<file path="config.mk">
export PLATFORM = sky130hd
export DESIGN_NAME = lsm_seq
export DESIGN_NICKNAME = d
export VERILOG_FILES = /design/src/rtl/lsm_pkg.sv /design/src/rtl/lsm_pick.sv /design/src/rtl/lsm_stage_pipe.sv /design/src/rtl/lsm_seq.sv
export SDC_FILE = /design/constraint.sdc
export NUM_CORES = 1
export LEC_CHECK = 0
export BUFFER_PORTS_ARGS = -buffer_cell sky130_fd_sc_hd__buf_4
export CORE_AREA = 2 2 116 118
export CTS_CLUSTER_DIAMETER = 40
export CTS_CLUSTER_SIZE = 24
export DETAILED_ROUTE_END_ITERATION = 10
export DIE_AREA = 0 0 118 120
export PLACE_DENSITY_LB_ADDON = 0.08
export SLEW_MARGIN = 20
export SYNTH_ARGS = -nofsm -noshare
export SYNTH_HDL_FRONTEND = slang
export SYNTH_SLANG_ARGS = --single-unit
</file>
<file path="constraint.sdc">
create_clock -name clk -period 5.5 [get_ports clk]
set_input_delay 0.55 -clock clk [delete_from_list [all_inputs] [get_ports clk]]
set_output_delay 0.55 -clock clk [all_outputs]
set_load 0.005 [all_outputs]
</file>
<file path="src/rtl/lsm_pkg.sv">
package lsm_pkg;

    localparam int LSM_NREG   = 16;
    localparam int LSM_AW     = 32;
    localparam int LSM_REG_W  = $clog2(LSM_NREG);
    localparam int LSM_CNT_W  = $clog2(LSM_NREG + 1);
    localparam int LSM_SLOT_W = 4;

    typedef struct packed {
        logic                 vld;
        logic                 load;
        logic                 first;
        logic                 last;
        logic [LSM_REG_W-1:0] rid;
        logic [LSM_AW-1:0]    addr;
    } uop_t;

    // index of the lowest set bit (0 if none)
    function automatic logic [LSM_REG_W-1:0] lowest_idx(input logic [LSM_NREG-1:0] m);
        logic [LSM_REG_W-1:0] r;
        r = '0;
        for (int i = LSM_NREG - 1; i >= 0; i--) begin
            if (m[i]) r = LSM_REG_W'(i);
        end
        return r;
    endfunction

    function automatic logic [LSM_CNT_W-1:0] pop_cnt(input logic [LSM_NREG-1:0] m);
        logic [LSM_CNT_W-1:0] c;
        c = '0;
        for (int i = 0; i < LSM_NREG; i++) c = c + LSM_CNT_W'(m[i]);
        return c;
    endfunction

    function automatic logic [LSM_SLOT_W-1:0] cap_cnt(input logic [LSM_CNT_W-1:0] c,
                                                     input int lim);
        if (int'(c) > lim) return LSM_SLOT_W'(lim);
        return LSM_SLOT_W'(c);
    endfunction

endpackage

</file>
<file path="src/rtl/lsm_pick.sv">
module lsm_pick
    import lsm_pkg::*;
(
    input  logic [LSM_NREG-1:0]  mask_i,
    output logic [LSM_REG_W-1:0] idx_o,
    output logic                 any_o,
    output logic                 single_o,
    output logic [LSM_NREG-1:0]  rest_o
);
    logic [LSM_NREG-1:0] minus_one;

    always_comb begin
        minus_one = mask_i - LSM_NREG'(1);
        rest_o    = mask_i & minus_one;
        any_o     = |mask_i;
        single_o  = any_o && (rest_o == '0);
        idx_o     = lowest_idx(mask_i);
    end
endmodule

</file>
<file path="src/rtl/lsm_stage_pipe.sv">
module lsm_stage_pipe
    import lsm_pkg::*;
#(
    parameter int DEPTH  = 3,
    parameter int MM_POS = 1
) (
    input  logic clk,
    input  logic rst,
    input  uop_t issue_i,
    output uop_t stg_o [DEPTH],
    output logic final_load_o
);
    uop_t stg_q [DEPTH];

    generate
        for (genvar g = 0; g < DEPTH; g++) begin : g_stage
            if (g == 0) begin : g_head
                always_ff @(posedge clk) begin
                    if (rst) stg_q[g] <= '0;
                    else     stg_q[g] <= issue_i;
                end
            end else begin : g_tail
                always_ff @(posedge clk) begin
                    if (rst) stg_q[g] <= '0;
                    else     stg_q[g] <= stg_q[g-1];
                end
            end
            assign stg_o[g] = stg_q[g];
        end
    endgenerate

    assign final_load_o = stg_q[MM_POS].vld && stg_q[MM_POS].load && stg_q[MM_POS].last;

    AST_FINAL_SINGLE: assert property (@(posedge clk) disable iff (rst)
        final_load_o |=> !final_load_o);

    AST_LAST_DRAINS: assert property (@(posedge clk) disable iff (rst)
        (issue_i.vld && issue_i.last) |=> !issue_i.vld);
endmodule

</file>
<file path="src/rtl/lsm_seq.sv">
module lsm_seq
    import lsm_pkg::*;
#(
    parameter int SAT_LIMIT  = 8,
    parameter int WORD_BYTES = 4
) (
    input  logic                  clk,
    input  logic                  rst,
    input  logic                  start_i,
    input  logic [LSM_NREG-1:0]   mask_i,
    input  logic [LSM_AW-1:0]     base_i,
    input  logic                  is_load_i,
    output logic                  busy_o,
    output logic                  uop_valid_o,
    output logic [LSM_REG_W-1:0]  uop_reg_o,
    output logic [LSM_AW-1:0]     uop_addr_o,
    output logic                  uop_first_o,
    output logic                  uop_last_o,
    output logic                  mem_valid_o,
    output logic [LSM_REG_W-1:0]  mem_reg_o,
    output logic [LSM_AW-1:0]     mem_addr_o,
    output logic                  mem_load_o,
    output logic                  final_load_o,
    output logic                  done_o,
    output logic [3:0]            stage_busy_o,
    output logic [LSM_SLOT_W-1:0] issue_slots_o
);
    localparam int POST_STAGES = 3;
    localparam int EX_POS      = 0;
    localparam int MM_POS      = 1;
    localparam int WB_POS      = 2;

    logic [LSM_NREG-1:0]   rem_q;
    logic [LSM_AW-1:0]     addr_q;
    logic                  first_q;
    logic                  load_q;
    logic                  empty_q;
    logic [LSM_SLOT_W-1:0] slots_q;

    logic [LSM_REG_W-1:0]  pick_idx;
    logic                  pick_any;
    logic                  pick_single;
    logic [LSM_NREG-1:0]   pick_rest;
    logic                  accept;
    uop_t                  issue_uop;
    uop_t                  stg [POST_STAGES];

    lsm_pick u_pick (
        .mask_i   (rem_q),
        .idx_o    (pick_idx),
        .any_o    (pick_any),
        .single_o (pick_single),
        .rest_o   (pick_rest)
    );

    assign accept = start_i && !pick_any;

    always_ff @(posedge clk) begin
        if (rst) begin
            rem_q   <= '0;
            addr_q  <= '0;
            first_q <= 1'b0;
            load_q  <= 1'b0;
            empty_q <= 1'b0;
            slots_q <= '0;
        end else begin
            empty_q <= accept && (mask_i == '0);
            if (accept) begin
                rem_q   <= mask_i;
                addr_q  <= base_i;
                first_q <= 1'b1;
                load_q  <= is_load_i;
                slots_q <= cap_cnt(pop_cnt(mask_i), SAT_LIMIT);
            end else if (pick_any) begin
                rem_q   <= pick_rest;
                addr_q  <= addr_q + LSM_AW'(WORD_BYTES);
                first_q <= 1'b0;
            end
        end
    end

    always_comb begin
        issue_uop.vld   = pick_any;
        issue_uop.load  = load_q;
        issue_uop.first = first_q;
        issue_uop.last  = pick_single;
        issue_uop.rid   = pick_idx;
        issue_uop.addr  = addr_q;
    end

    lsm_stage_pipe #(
        .DEPTH  (POST_STAGES),
        .MM_POS (MM_POS)
    ) u_pipe (
        .clk          (clk),
        .rst          (rst),
        .issue_i      (issue_uop),
        .stg_o        (stg),
        .final_load_o (final_load_o)
    );

    assign busy_o        = pick_any;
    assign uop_valid_o   = issue_uop.vld;
    assign uop_reg_o     = issue_uop.rid;
    assign uop_addr_o    = issue_uop.addr;
    assign uop_first_o   = issue_uop.vld && issue_uop.first;
    assign uop_last_o    = issue_uop.vld && issue_uop.last;
    assign mem_valid_o   = stg[MM_POS].vld;
    assign mem_reg_o     = stg[MM_POS].rid;
    assign mem_addr_o    = stg[MM_POS].addr;
    assign mem_load_o    = stg[MM_POS].load;
    assign done_o        = (stg[WB_POS].vld && stg[WB_POS].last) || empty_q;
    assign stage_busy_o  = {stg[WB_POS].vld, stg[MM_POS].vld, stg[EX_POS].vld, issue_uop.vld};
    assign issue_slots_o = slots_q;

    AST_ADDR_STEP: assert property (@(posedge clk) disable iff (rst)
        (uop_valid_o && !uop_last_o) |=> (uop_addr_o == $past(uop_addr_o) + LSM_AW'(WORD_BYTES)));

    AST_REG_ASCEND: assert property (@(posedge clk) disable iff (rst)
        (uop_valid_o && !uop_last_o) |=> (uop_reg_o > $past(uop_reg_o)));

    AST_ONE_PER_CYCLE: assert property (@(posedge clk) disable iff (rst)
        busy_o |=> ($countones(rem_q) == $countones($past(rem_q)) - 1));

    AST_FIRST_AFTER_IDLE: assert property (@(posedge clk) disable iff (rst)
        (uop_valid_o && !$past(busy_o)) |-> uop_first_o);

    AST_START_IGNORED: assert property (@(posedge clk) disable iff (rst)
        busy_o |=> $stable(issue_slots_o));

    AST_SLOTS_CAP: assert property (@(posedge clk) disable iff (rst)
        int'(issue_slots_o) <= SAT_LIMIT);
endmodule

</file>
# After elaboration in Yosys (flattened, before gate mapping)
# Memory sizes are Yosys's and may differ from the RTL's.
# Cells that the tools add are included.
[classes]
bitwise_logic = 4
muxes = 33
n_addsub = 17
n_lt_le_gt_ge = 1
n_reduce_logical = 14
[op_table]
columns = ["cell", "count"]
rows = [
  ["two-way mux 40 bit", 3],
  ["two-way mux 4 bit", 18],
  ["two-way mux 32 bit", 2],
  ["adder 5 x 1 -> 5 bit", 11],
  ["adder 32 x 3 -> 32 bit, second input constant", 1],
  ["logical NOT 16 bit", 2],
  ["two-way mux 16 bit", 2],
  ["AND 16 bit", 1],
  ["OR reduction 16 bit", 1],
  ["subtractor 16 x 1 -> 16 bit, second input constant", 1],
  ["logical AND 1 bit", 8],
  ["two-way mux 1 bit", 8],
  ["adder 4 x 1 -> 5 bit", 1],
  ["greater-than comparator 5 x 4 -> 1 bit, second input constant", 1],
  ["adder 3 x 1 -> 4 bit", 1],
  ["adder 2 x 1 -> 3 bit", 1],
  ["OR 1 bit", 3],
  ["adder 1 x 1 -> 2 bit", 1],
  ["nonzero test 2 bit", 1],
  ["logical NOT 1 bit", 1],
  ["logical OR 1 bit", 1],
]
[totals]
n_memories = 1
ram_bits = 120
regBits = 55
in_bits = 52
[memory_table]
columns = ["name", "words", "word_bits", "rd", "rd_ports_with_merged_regs", "wr", "line_no", "text"]
rows = [
  ["u_pipe.stg_q", 3, 40, 3, 0, 3, "lsm_stage_pipe.sv:13", "uop_t stg_q [DEPTH];"],
]

# Logic depth before layout (Yosys ltp)
# Gate-level depths: netlist of the first run.
[depth]
ltp_word = 20
mapped_depth = 14
ltp_nobuf = 14

# By module
# A second synthesis of the first run with hierarchy kept.
[unflattened]
hier_cells = 729
area_unflattened_um2 = 7091.8
[by_module_without_submodules]
columns = ["module", "seq_area_each_um2", "n_inst", "cells_each", "area_each_um2"]
rows = [
  ["lsm_seq", 1101.1, 1, 404, 3428.3],
  ["lsm_stage_pipe", 2402.3, 1, 254, 3226.8],
  ["lsm_pick", 0.0, 1, 71, 436.7],
]

# Worst setup path before layout of the first run
# No wires, ideal clock.
[synth_timing]
kind = "input-to-reg"
from = "input mask_i[0]"
to = "register slots_q[2] (netlist: issue_slots_o[2])"
arrival_ps = 3725
cell_stages = 12
path_slack_ps = 1704
setup_ps = 70
cell_sequence = "inv_1 fa_1 fa_1 fa_1 fa_1 inv_1 ha_1 a21o_1 a21o_1 a21oi_1 nand3_1 a21oi_1"
[synth_via]
elab_chain_cells = 20
[synth_rtl]
columns = ["element", "line_no", "text"]
rows = [
  ["from (decl)", "lsm_seq.sv:10", "input logic [LSM_NREG-1:0] mask_i,"],
  ["adder 1 x 1 -> 2 bit (*)", "lsm_pkg.sv:31", "for (int i = 0; i < LSM_NREG; i++) c = c + LSM_CNT_W'(m[i]);"],
  ["adder 2 x 1 -> 3 bit (*)", "lsm_pkg.sv:31", ""],
  ["adder 3 x 1 -> 4 bit (*)", "lsm_pkg.sv:31", ""],
  ["adder 4 x 1 -> 5 bit (*)", "lsm_pkg.sv:31", ""],
  ["adder 5 x 1 -> 5 bit (*) (11 in series)", "lsm_pkg.sv:31", ""],
  ["greater-than comparator 5 x 4 -> 1 bit", "lsm_pkg.sv:37", "if (int'(c) > lim) return LSM_SLOT_W'(lim);"],
  ["two-way mux 1 bit", "lsm_pkg.sv:37", ""],
  ["two-way mux 1 bit", "lsm_seq.sv:68", "if (accept) begin"],
  ["two-way mux 1 bit", "lsm_seq.sv:59", "if (rst) begin"],
  ["two-way mux 4 bit (*)", "lsm_pkg.sv:38", "return LSM_SLOT_W'(c);"],
  ["to (signal assigned)", "lsm_seq.sv:73", "slots_q <= cap_cnt(pop_cnt(mask_i), SAT_LIMIT);"],
  ["to (decl)", "lsm_seq.sv:38", "logic [LSM_SLOT_W-1:0] slots_q;"],
]
# Mark *: on every way between the ends. The rest lies on a longest branch, timed or not. The select of a mux whose other input is x is not followed.
# A chain may end at the register's enable or synchronous reset.

# Worst setup path in the final report of the first run
[layout_timing]
from = "input mask_i[0]"
to = "register slots_q[0] (netlist: issue_slots_o[0])"
# The elaborated chain is that of the path after synthesis.

==> results of run 1 <==
## registers in the layout (all words and copies together) (netlist names)
| name | cells |
|---|---|
| first_q | 1 |
| uop_addr_o | 32 |
| issue_slots_o | 4 |
| u_pipe.stg_q | 80 |
| load_q | 1 |
| rem_q | 16 |
| empty_q | 1 |
## layer usage
layer | vias to the layer above | GRT usage | part of all wire
met3 | 17 | 0.0570 | 0.053
met5 | - | 0 | 0
met1 | 2317 | 0.257 | 0.43
met4 | 0 | 0.0730 | 0.015
met2 | 160 | 0.347 | 0.50
li1 | 2412 | - | -
## cell usage in the layout (no fill, tap or decap), types with 3 or more instances in the layout
cell	count
buf_4	141
dfxtp_1	135
nor2b_1	71
nand2_1	51
a21oi_1	45
inv_1	34
nor2_1	31
o21ai_0	22
clkbuf_16	17
nor3_1	16
nand3_1	15
and2_1	12
a22oi_1	10
fa_1	10
or3_1	9
and3_1	9
a31oi_1	9
a211oi_1	7
ha_1	7
nand4_1	6
clkinvlp_4	6
nor4_4	5
a32oi_1	5
o31a_1	4
nor4_1	4
a21o_1	4
a21boi_0	4
or4_1	3
o211a_1	3
mux2i_1	3
a221oi_2	3
o21bai_1	3
a311oi_1	3
clkbuf_8	3
## per-stage QoR
stage	instance area (µm²)	total power, W
after floorplan	6070	0.00354
after global placement	6870	0.00427
after detailed placement	6870	0.00434
after CTS	7460	0.00548
after global routing	7460	0.00587
final	7460	0.00542
## area by class of cell
class / count / area [µm²] / area share
multi-input combinational: 412 / 2760 / 0.369
sequential: 135 / 2700 / 0.362
timing repair buffer: 141 / 1060 / 0.142
clock buffer: 21 / 470 / 0.0630
tap: 176 / 220 / 0.0295
inverter: 35 / 131 / 0.0176
clock inverter: 11 / 124 / 0.0166
## power breakdown
part           internal, W  switching [W]  total, W
Combinational      0.00114        0.00167   0.00281
Sequential         0.00123       0.000265   0.00149
Clock             0.000701       0.000416   0.00112
Total              0.00307        0.00235   0.00542
## worst max path at each step
| stage | start | endpoint | slack (ns) |
|---|---|---|---|
| floorplan | mask_i[0] | issue_slots_o[2]$_SDFFE_PP0P_ | 1.70 |
| global placement | mask_i[0] | issue_slots_o[2]$_SDFFE_PP0P_ | 1.47 |
| detailed placement | mask_i[0] | issue_slots_o[0]$_SDFFE_PP0P_ | 1.44 |
| CTS | mask_i[0] | issue_slots_o[0]$_SDFFE_PP0P_ | 1.87 |
| global route | mask_i[0] | issue_slots_o[2]$_SDFFE_PP0P_ | 1.67 |
| finish | mask_i[0] | issue_slots_o[0]$_SDFFE_PP0P_ | 1.87 |
## cell families after synthesis
| family | Yosys count | synth area share |
|---|---|---|
| flops | 135 | 0.445 |
| simple gates | 246 | 0.235 |
| mux | 3 | 0.00494 |
| buf+inv | 112 | 0.101 |
| fa+ha+maj | 18 | 0.0490 |
| xor+xnor | 3 | 0.00433 |
| compound gates | 142 | 0.161 |
## tightest hold or removal path, stage by stage
cell and delay (ns):
buf_4 0.11, nand2_1 0.04, a21oi_1 0.05
==> results.json, run 1 <==
{
  "status": "complete, no violations",
  "grt_pass1_vias": 4625,
  "yosysUniqueCellTypes": 69,
  "drive_above_1_share": 0.256,
  "io_pins": 140,
  "cellPowerDensity_nw_per_um2": 727,
  "crit_path_end_kind": "flop",
  "holdWs_ns": 0.381,
  "critPathArrivalTime_ns": 3.96,
  "gp_congestion": 0.861,
  "synth.largest_area_cell": "dfxtp_1",
  "post-cts-setup-buffers": 0,
  "leakage_nw": 3.17,
  "yosysMostFrequentCell": "dfxtp_1",
  "fin_nets": 811,
  "required_ns": 5.84,
  "max_freq_mhz": 276,
  "hpwl_mm": 9.85,
  "syn_area_um2": 6070,
  "worst_hold_startpoint": "base_i[1]",
  "cp_common_cell": "fa_1",
  "drt_iter0_drc": 303,
  "root_buffer": "clkbuf_16",
  "crit_buf_inv": 3,
  "final_cell_count_no_fill": 931,
  "ctsResizeCount": 0,
  "via_count": 4906,
  "grt_max_degree": 93,
  "drv_slew": 0,
  "critical_path_class": "in2reg",
  "synth-seq-area-share": 0.445,
  "routed_via_density": 5.27,
  "peakVddDrop_uv": 418,
  "drt_pass1_iterations": 5,
  "finalSetupTns_ns": 0,
  "setup_viol": 0,
  "syn_inst": 659,
  "r2r-end": "uop_addr_o[28]$_SDFFE_PP0P_",
  "portBuffers": 139,
  "cts_sinks": 135,
  "ys.warnings.count": 0,
  "worstPathCellList": "buf_4 > inv_1 > fa_1 > fa_1 > fa_1 > fa_1 > inv_1 > ha_1 > a21o_1 > a21o_1 > a21oi_1 > nand3_1 > a21oi_1",
  "post-route-min-period_ns": 3.63,
  "start_kind": "input pin",
  "drc": 0,
  "max_stage_delay_ns": 0.58,
  "final_util": 0.575,
  "fp.dieArea_um2": 14200,
  "yosys-top-cells-area": "dfxtp_1 44%, nor2b_1 7.3%, buf_4 5.7%",
  "rows": 42,
  "routed_wl_mm": 14.4,
  "slowest_stage": "fa_1",
  "die_y_um": 120,
  "critPathTopFamily": "adder cells",
  "clkSlewWorstSetupHoldPaths_ns": 0.06,
  "hold_depth": 3,
  "ys_seq_elements": 135,
  "min_to": "uop_addr_o[1]$_SDFFE_PP0P_",
  "fp.coreArea_um2": 13000,
  "cts_tree": "yes",
  "max-cap-violations": 0,
  "r2r_cells": 5,
  "clockBufferDepth": 2,
  "finalCritPeriodShare": 0.659,
  "syn_avg_cell_area_um2": 9.22,
  "path_max_fanout": 4,
  "antenna_found_initial": 0,
  "finalHoldViolCount": 0,
  "start_util": 0.468,
  "yosys-top-cells-count": "135 x dfxtp_1, 71 x nor2b_1, 51 x nand2_1",
  "hold_path_class": "in2reg",
  "dp_worst_setup_slack_ns": 1.44,
  "grt_use_total": 0.207,
  "h-tree-depth": 4,
  "ctsHoldBuffers": 0,
  "relSlewSlack": 0.385,
  "synth_flop_cell": "dfxtp_1",
  "synth-edff-count": 0,
  "worst_pin_slew_ns": 0.923,
  "wl_per_cell_um": 15.5,
  "synthArstFlopShare": 0,
  "rsz0062_at_grt": "false",
  "num-fill-cells": 1187,
  "skew_ns": 0.00807,
  "drtAntennaViolNets": 0,
  "postSynthNetCount": 728,
  "place_inst": 899,
  "grt_pass1_wl_mm": 23.2,
  "area_delta_synth_final_pct": 22.9,
  "clk_latency_ns": 0.41,
  "setup_slack_ns": 1.87,
  "synth_top_area_share": 0.445,
  "r2r_setup_slack_ns": 2.37,
  "die_x_um": 118,
  "overflow": 0,
  "numCtsBuffers": 17,
  "r2r-start": "rem_q[2]$_SDFFE_PP0P_",
  "diodes": 0,
  "cp.depth": 13
}
No activity file was read; power rests on OpenSTA's default activity.
==> inputs of run 2 (changes only) <==
- clock period: 5.5 -> 3.2 ns (I/O delays scaled with it)
==> results.json, run 2 (synthesis results as in run 1) <==
{
  "status": "finished, violations left",
  "violations": "negative setup slack",
  "setup_slack_ns": -0.00418,
  "cellPowerDensity_nw_per_um2": 1260,
  "max_freq_mhz": 312,
  "worst_pin_slew_ns": 0.735,
  "start_kind": "input pin",
  "antenna_found_initial": 0,
  "cts_sinks": 135,
  "largest-register": "u_pipe.stg_q",
  "cts_tree": "yes",
  "r2r-start": "rem_q[2]$_SDFFE_PP0P_",
  "ctsHoldBuffers": 0,
  "p_int_w": 0.00559,
  "path_max_fanout": 2,
  "clk_latency_ns": 0.42,
  "wl_per_cell_um": 15.3,
  "switching_power_w": 0.00413,
  "peakVddDrop_uv": 796,
  "grt_pass1_vias": 4765,
  "drtAntennaViolNets": 0,
  "root_buffer": "clkbuf_16",
  "pwr-share-comb": 0.531,
  "start_util": 0.468,
  "grt_max_degree": 74,
  "critical_path_class": "in2reg",
  "crit_path_end_kind": "flop",
  "final_common_cell": "buf_4",
  "area_delta_synth_final_pct": 26.7,
  "rows": 42,
  "final_area_um2": 7690,
  "fin_nets": 829,
  "post-route-min-period_ns": 3.20,
  "layout_common_cells": "156 x buf_4, 135 x dfxtp_1, 71 x nor2b_1",
  "grtUsageMet1": 0.257,
  "critPathArrivalTime_ns": 3.55,
  "grt_use_total": 0.211,
  "final_cell_count_no_fill": 949,
  "h-tree-depth": 4,
  "clockBufferDepth": 2,
  "dp_worst_setup_slack_ns": -0.427,
  "fin_total_pwr_w": 0.00973,
  "drv_slew": 0,
  "finalHoldViolCount": 0,
  "num-fill-cells": 1173,
  "hold_path_class": "in2reg",
  "swShare": 0.425,
  "top_usage_layer": "met2",
  "drt_pass1_iterations": 5,
  "final_util": 0.593,
  "leakage_nw": 3.29,
  "p_clk_frac": 0.206,
  "via_count": 4978,
  "grt_pass1_wl_mm": 23.7,
  "gp_congestion": 0.827,
  "portBuffers": 139,
  "hpwl_mm": 10.1,
  "use_met2": 0.354,
  "met3_usage": 0.0499,
  "relSlewSlack": 0.510,
  "overflow": 0,
  "required_ns": 3.54,
  "die_y_um": 120,
  "numCtsBuffers": 17,
  "drive_above_1_share": 0.292,
  "placed_cell_area_um2": 7010,
  "skew_ns": 0.00622,
  "die_x_um": 118,
  "place_inst": 916,
  "largest_reg_flops": 80,
  "setup_viol": 1,
  "rsz0062_at_grt": "true",
  "diodes": 0,
  "routed_wl_mm": 14.5,
  "drt_iter0_drc": 309,
  "startpoint": "mask_i[5]",
  "pwr-share-seq": 0.263,
  "worst_hold_startpoint": "base_i[0]",
  "fp.dieArea_um2": 14200,
  "max-cap-violations": 0,
  "fp.coreArea_um2": 13000,
  "clkSlewWorstSetupHoldPaths_ns": 0.06,
  "finalCritPeriodShare": 1.00,
  "routed_via_density": 5.25,
  "io_pins": 140,
  "drc": 0
}
-- run 2: cell types whose count changed in the layout (fill, tap and decap cells not counted), moves of 3 or more --
| cell | before | now |
|---|---|---|
| a21oi_1 | 45 | 42 |
| clkinvlp_4 | 6 | 3 |
| buf_4 | 141 | 156 |
| inv_1 | 34 | 29 |
| inv_2 | 1 | 4 |
-- run 2: area by class of cell --
type | instances | area [µm²] | share of cell area
Tap cell | 176 | 220 | 0.0286
Multi-Input combinational cell | 412 | 2810 | 0.365
Inverter | 35 | 136 | 0.0177
Timing Repair Buffer | 159 | 1210 | 0.157
Sequential cell | 135 | 2700 | 0.351
Clock buffer | 20 | 467 | 0.0607
Clock inverter | 12 | 150 | 0.0195
-- run 2: per-layer routing --
metal,vias up,routed length (µm)
met2,154,7220
met4,0,318
met1,2355,6270
met5,-,0
li1,2444,-
met3,25,724
-- run 2: through the flow --
step | TNS [ns] | hold WS, ns
after detailed placement | -1.62 | 0.420
after global placement | -1.40 | 0.417
after global routing | -0.328 | 0.158
after floorplan | -0.560 | 0.403
final | -0.00418 | 0.150
after CTS | 0 | 0.134
-- run 2: timing repair --
action                                  in CTS  in global routing
endpoints found under the setup margin       0                  4
hold endpoints to repair                     0                  0
resized for setup                            0                 17
setup buffers                                0                  1
-- run 2: worst max-delay path, cell delays in order --
cell and delay [ns]:
buf_4 0.08, inv_1 0.04, fa_1 0.56, fa_1 0.45, fa_2 0.56, fa_1 0.42
inv_2 0.08, ha_4 0.14, inv_2 0.04, fa_2 0.36, buf_4 0.15, xnor2_2 0.14
nand3_2 0.08, a21oi_2 0.12
-- run 2: worst paths after layout --
check,endpoint,cells past startpoint,slack (ns)
worst max-delay path,issue_slots_o[2]$_SDFFE_PP0P_,14,-0.004
worst min-delay path,uop_addr_o[0]$_SDFFE_PP0P_,3,0.15
worst max register to register,uop_addr_o[14]$_SDFFE_PP0P_,7,0.68
worst min register to register,u_pipe.stg_q[1][13]$_SDFF_PP0_,1,0.43
-- run 2: power by group through the flow --
stage / Combinational, W / Sequential, W / Clock [W]
global placement: 0.00498 / 0.00258 / 0
CTS: 0.00512 / 0.00256 / 0.00204
floorplan: 0.00367 / 0.00243 / 0
detailed placement: 0.00510 / 0.00259 / 0
global route: 0.00573 / 0.00263 / 0.00212
finish: 0.00517 / 0.00256 / 0.00200
